`config.mk`:
```
export PLATFORM = sky130hd
export DESIGN_NAME = tcmp_reg
export DESIGN_NICKNAME = d
export VERILOG_FILES = /design/src/rtl/tcmp_pkg.sv /design/src/rtl/tcmp_access_dec.sv /design/src/rtl/tcmp_cval_store.sv /design/src/rtl/tcmp_compare.sv /design/src/rtl/tcmp_reg.sv
export SDC_FILE = /design/constraint.sdc
export NUM_CORES = 1
export LEC_CHECK = 0
export ABC_AREA = 0
export BUFFER_PORTS_ARGS = -buffer_cell sky130_fd_sc_hd__buf_2
export CAP_MARGIN = 20
export CELL_PAD_IN_SITES_DETAIL_PLACEMENT = 1
export CELL_PAD_IN_SITES_GLOBAL_PLACEMENT = 2
export CORE_MARGIN = 1.5
export CORE_UTILIZATION = 30
export CTS_CLUSTER_SIZE = 10
export DETAILED_ROUTE_END_ITERATION = 7
export GPL_TIMING_DRIVEN = 0
export PLACE_DENSITY_LB_ADDON = 0.1
export SETUP_SLACK_MARGIN = 0.5
export SKIP_LAST_GASP = 1
export SLEW_MARGIN = 0
export SYNTH_ARGS = -nofsm -noshare
export SYNTH_HDL_FRONTEND = slang
export SYNTH_SLANG_ARGS = --single-unit
export TNS_END_PERCENT = 50
```
`constraint.sdc`:
```
create_clock -name clk -period 4 [get_ports clk]
set_clock_uncertainty 0.05 [all_clocks]
set_input_delay 0.4 -clock clk [delete_from_list [all_inputs] [get_ports clk]]
set_output_delay 0.4 -clock clk [all_outputs]
set_load 0.05 [all_outputs]
```
`src/rtl/tcmp_pkg.sv`:
```
package tcmp_pkg;

    // Encoding fields, most significant first: op0, op1, CRn, CRm, op2
    typedef struct packed {
        logic [1:0] op0;
        logic [2:0] op1;
        logic [3:0] crn;
        logic [3:0] crm;
        logic [2:0] op2;
    } sysenc_t;

    localparam sysenc_t TCMP_ENC = '{op0: 2'b11, op1: 3'b100, crn: 4'b1110,
                                     crm: 4'b0101, op2: 3'b010};
    localparam logic [5:0] EC_SYSREG_TRAP = 6'h18;
    localparam int unsigned DATA_W = 64;

    typedef enum logic [1:0] {
        PL0 = 2'd0,
        PL1 = 2'd1,
        PL2 = 2'd2,
        PL3 = 2'd3
    } priv_e;

    typedef enum logic [1:0] {
        ACC_OK    = 2'd0,
        ACC_UNDEF = 2'd1,
        ACC_TRAP  = 2'd2
    } verdict_e;

    typedef struct packed {
        priv_e prv;
        logic  secure;
        logic  nv_trap;
        logic  sel2_en;
    } ctx_t;

    typedef struct packed {
        logic       valid;
        logic       undef;
        logic       trap;
        logic [5:0] ec;
        logic [DATA_W-1:0] rdata;
    } rsp_t;

    function automatic logic enc_match(sysenc_t e);
        return (e.op0 == TCMP_ENC.op0) && (e.op1 == TCMP_ENC.op1) &&
               (e.crn == TCMP_ENC.crn) && (e.crm == TCMP_ENC.crm) &&
               (e.op2 == TCMP_ENC.op2);
    endfunction

    function automatic verdict_e judge(ctx_t c);
        verdict_e v;
        unique case (c.prv)
            PL0: v = ACC_UNDEF;
            PL1: begin
                if (!c.secure)      v = ACC_UNDEF;
                else if (c.nv_trap) v = ACC_TRAP;
                else                v = ACC_UNDEF;
            end
            PL2: v = c.secure  ? ACC_OK : ACC_UNDEF;
            PL3: v = c.sel2_en ? ACC_OK : ACC_UNDEF;
            default: v = ACC_UNDEF;
        endcase
        return v;
    endfunction

endpackage

```
`src/rtl/tcmp_access_dec.sv`:
```
module tcmp_access_dec
    import tcmp_pkg::*;
(
    input  logic     acc_valid,
    input  logic     acc_write,
    input  sysenc_t  enc,
    input  ctx_t     ctx,
    output logic     hit,
    output logic     wr_en,
    output logic     rd_en,
    output verdict_e verdict
);

    always_comb begin
        hit     = acc_valid && enc_match(enc);
        verdict = judge(ctx);
        wr_en   = hit && acc_write  && (verdict == ACC_OK);
        rd_en   = hit && !acc_write && (verdict == ACC_OK);
    end

endmodule

```
`src/rtl/tcmp_cval_store.sv`:
```
module tcmp_cval_store
    import tcmp_pkg::*;
#(
    parameter int unsigned CNT_W = 64
) (
    input  logic              clk,
    input  logic              rst,
    input  logic              wr_en,
    input  logic [DATA_W-1:0] wdata,
    output logic [CNT_W-1:0]  cval,
    output logic [DATA_W-1:0] cval_ext
);

    localparam int unsigned PAD_W = DATA_W - CNT_W;

    always_ff @(posedge clk) begin
        if (rst)        cval <= '0;
        else if (wr_en) cval <= wdata[CNT_W-1:0];
    end

    generate
        if (PAD_W > 0) begin : g_pad
            assign cval_ext = {{PAD_W{1'b0}}, cval};
        end else begin : g_full
            assign cval_ext = cval;
        end
    endgenerate

endmodule

```
`src/rtl/tcmp_compare.sv`:
```
module tcmp_compare #(
    parameter int unsigned CNT_W = 64
) (
    input  logic             enable,
    input  logic [CNT_W-1:0] cnt,
    input  logic [CNT_W-1:0] cval,
    output logic             met
);

    always_comb begin
        met = enable && (cnt >= cval);
    end

endmodule

```
`src/rtl/tcmp_reg.sv`:
```
module tcmp_reg
    import tcmp_pkg::*;
#(
    parameter int unsigned CNT_W = 64
) (
    input  logic              clk,
    input  logic              rst,
    input  logic              acc_valid,
    input  logic              acc_write,
    input  logic [15:0]       acc_enc,
    input  logic [63:0]       acc_wdata,
    input  logic [1:0]        priv_lvl,
    input  logic              sec_state,
    input  logic              nv_trap_en,
    input  logic              sel2_en,
    input  logic              tmr_enable,
    input  logic [CNT_W-1:0]  cnt_value,
    output logic              rsp_valid,
    output logic [63:0]       rsp_rdata,
    output logic              rsp_undef,
    output logic              rsp_trap,
    output logic [5:0]        rsp_ec,
    output logic              cond_met
);

    ctx_t            ctx;
    logic            hit;
    logic            wr_en;
    logic            rd_en;
    verdict_e        verdict;
    logic [CNT_W-1:0]  cval;
    logic [DATA_W-1:0] cval_ext;
    rsp_t            rsp_d;
    rsp_t            rsp_q;

    always_comb begin
        ctx.prv     = priv_e'(priv_lvl);
        ctx.secure  = sec_state;
        ctx.nv_trap = nv_trap_en;
        ctx.sel2_en = sel2_en;
    end

    tcmp_access_dec u_dec (
        .acc_valid (acc_valid),
        .acc_write (acc_write),
        .enc       (sysenc_t'(acc_enc)),
        .ctx       (ctx),
        .hit       (hit),
        .wr_en     (wr_en),
        .rd_en     (rd_en),
        .verdict   (verdict)
    );

    tcmp_cval_store #(.CNT_W(CNT_W)) u_store (
        .clk      (clk),
        .rst      (rst),
        .wr_en    (wr_en),
        .wdata    (acc_wdata),
        .cval     (cval),
        .cval_ext (cval_ext)
    );

    tcmp_compare #(.CNT_W(CNT_W)) u_cmp (
        .enable (tmr_enable),
        .cnt    (cnt_value),
        .cval   (cval),
        .met    (cond_met)
    );

    always_comb begin
        rsp_d.valid = hit;
        rsp_d.undef = hit && (verdict == ACC_UNDEF);
        rsp_d.trap  = hit && (verdict == ACC_TRAP);
        rsp_d.ec    = (hit && (verdict == ACC_TRAP)) ? EC_SYSREG_TRAP : 6'h00;
        rsp_d.rdata = rd_en ? cval_ext : '0;
    end

    always_ff @(posedge clk) begin
        if (rst) rsp_q <= '0;
        else     rsp_q <= rsp_d;
    end

    assign rsp_valid = rsp_q.valid;
    assign rsp_undef = rsp_q.undef;
    assign rsp_trap  = rsp_q.trap;
    assign rsp_ec    = rsp_q.ec;
    assign rsp_rdata = rsp_q.rdata;

endmodule

```
==> flow_metrics.py <==
metrics = {
    "run_status": {
        "status": "finished, final reports clean",
    },
    "placed_design": {
        "place_ws_ps": 903,
        "placed_area_um2": 7460,
        "gp_congestion": 0.801,
        "io_buffers": 223,
        "hpwl_um": 16100,
    },
    "grt": {
        "antenna_found_initial": 3,
        "grt_overflow": 0,
        "grt_max_degree": 17,
        "grt_use_total_pct": 19.7,
        "grt_pass1_vias": 6177,
        "grt_pass1_wl_um": 30900,
    },
    "synthesis": {
        "synth.top_cell.area_share_pct": 43.9,
        "netlist_instances": 685,
        "synth_area_per_cell_um2": 8.73,
        "yosys_warnings": 0,
        "synth_area_um2": 5980,
        "synth_top_area_cell": "dfxtp_1",
        "synthTopCellsByArea": "dfxtp_1, ha_1, nand2_1, a21oi_1, nor4_2",
        "seq_area_frac_synth_pct": 43.9,
        "ys_seq_elements": 131,
        "ys_types": 42,
    },
    "worst_setup_path": {
        "critPathLaunch": "u_store.cval[11]",
        "crit_slowest_cell": "or4_1",
        "cp_max_fo": 3,
        "cp-end-kind": "output pin",
        "crit_chain": "inv_1, ha_1, nand4_1, or4_1, nor4_2, a2111o_1, a31oi_1, o31ai_1, buf_4",
        "rr_startpoint": "u_store.cval[41]",
        "crit_family": "simple AND/OR/NAND/NOR gates",
        "crit_type": "reg2out",
        "cp.buffers_inverters": 2,
        "critPathLaunchType": "flip-flop",
        "arrival_ps": 2830,
        "critPathRequiredTime_ps": 3550,
        "cp_slowest_stage_delay_ps": 550,
    },
    "pwr": {
        "powerDensity_nw_per_um2": 401,
        "p_total_mw": 3.26,
        "ir_worst_vdd_uv": 288,
        "static-leakage-power_nw": 3.28,
    },
    "clock_tree": {
        "clkSlewWorstSetupHoldPaths_ps": 60,
        "ctsHtreeMaxLevel": 4,
        "clk_latency_ps": 420,
        "cts_buffers": 17,
        "cts_tree": "built",
        "clockBufferDepth": 2,
        "post-cts-setup-buffers": 0,
        "cts-root-buf": "clkbuf_16",
        "clock-sinks": 131,
    },
    "die": {
        "die_w_um": 144,
        "core_area_um2": 19500,
        "fp.dieArea_um2": 20800,
        "start_util_pct": 30.6,
        "io_pins": 228,
        "rows": 51,
        "die_y_um": 144,
    },
    "flow_run": {
        "max_cap_viol_count": 0,
    },
    "finish": {
        "fin_area_um2": 8120,
        "area_growth_pct": 35.9,
        "mostFrequentLayoutCells": "buf_2, nand2_1, dfxtp_1, a21oi_1, inv_1",
        "drive_above_1_share_pct": 31.7,
        "nNetsFinal": 1149,
        "final_common_cell": "buf_2",
    },
    "detailed_routing": {
        "drtIter0Drc": 153,
        "drc": 0,
        "routed_wl_um": 20000,
        "postRouteAntennaNets": 0,
        "wl_per_cell_um": 16.5,
        "via_per_inst": 4.71,
        "first_pass_iters": 4,
        "num_vias": 5694,
    },
    "sta": {
        "period_needed_ps": 3280,
        "drv_slew": 0,
        "setup_viol": 0,
        "fin_ws_ps": 715,
        "post-route-period-util_pct": 82.1,
        "fmax_mhz": 304,
        "tightest_slew_ps": 776,
        "maxSlewHeadroom_pct": 48.3,
        "hold_viol": 0,
        "rsz0062_at_grt": "no",
        "fin_setup_tns_ps": 0,
    },
    "hold_path": {
        "hp-start": "acc_wdata[28]",
        "hold_path.class": "in2reg",
    },
}
==> metal layers <==
| layer | global-route usage, % | wire [um] | vias up |
|---|---|---|---|
| li1 | - | - | 2849 |
| met1 | 24.2 | 8950 | 2673 |
| met2 | 34.1 | 9690 | 147 |
| met3 | 5.07 | 1120 | 21 |
| met4 | 5.10 | 201 | 4 |
| met5 | 0 | 23 | - |
==> cells in the mapped netlist, drive strengths merged <==
cell	number
a2111oi	1
ha	64
nand2	147
a211oi	2
o21ai	8
a21o	2
and4bb	1
o31ai	1
a21oi	91
nor4	66
a221o	1
a21boi	1
a2bb2oi	1
clkbuf	37
conb	1
mux2	1
a211o	1
dfxtp	131
nor2	8
and4	4
nor2b	1
buf	10
nor4b	2
nand3	8
and2	1
a31oi	1
o21a	1
nor4bb	1
a2111o	1
or4	4
o221ai	1
a221oi	2
nor3	2
inv	66
nand4	11
or3b	1
nand2b	2
o211ai	1
==> tightest hold or removal path: stages <==
cell and delay, ps:
buf_2 90, nand2_1 50, a21oi_1 50
==> stage by stage <==
step                      util, %  hold WS (ps)  instances
after global placement       38.1           390       1176
after detailed placement     38.2           397       1177
after global routing         41.6           161       1210
after CTS                    41.5           150       1209
final                        41.6           164       1210
after floorplan                 -           382        688
==> what timing repair did <==
action / CTS / global route
gates resized for setup: 0 / 3
setup endpoints to repair: 0 / 1
hold buffers: 0 / 0
hold endpoints to repair: 0 / 0
==> where the power goes <==
group | total [mW] | internal, mW | switching, mW
logic | 0.241 | 0.106 | 0.135
clock network | 1.71 | 1.11 | 0.603
registers | 1.30 | 1.30 | 0.000000424
==> kinds of logic (layout without fill, tap and decap cells) <==
logic type | after synthesis | count (layout) | share of synthesized area [%]
AO/OA/AOI/OAI | 116 | 116 | 10.6
adder cells (fa/ha/maj) | 64 | 64 | 13.4
buffers and inverters | 113 | 369 | 7.87
multiplexers | 1 | 1 | 0.188
flip-flops | 131 | 131 | 43.9
AND/OR/NAND/NOR | 259 | 259 | 24.0
other | 1 | 5 | 0.0627
==> layout make-up <==
class                   count  area [um2]
plain buffers              47         223
inverters                  66         248
diodes                      1        2.50
multi-input cells         444        2910
repair buffers            224        1130
clock inverters            11         174
fillers                  2396       11400
flip-flops and latches    131        2620
well taps                 265         332
clock buffers              21         480
==> registers in the layout (all words and copies together) (netlist names) <==
signal	count
u_store.cval	64
rsp_ec	1
rsp_valid	1
rsp_rdata	64
rsp_undef	1
==> path summary, 6_finish.rpt <==
path / slack, ps / to / cells past startpoint
hold reg to reg: 400 / u_store.cval[33] / 2
setup / recovery: 720 / cond_met / 9
setup reg to reg: 3100 / rsp_rdata[41] / 2
hold / removal: 160 / u_store.cval[28] / 3
(Power assumes the default switching activity.)
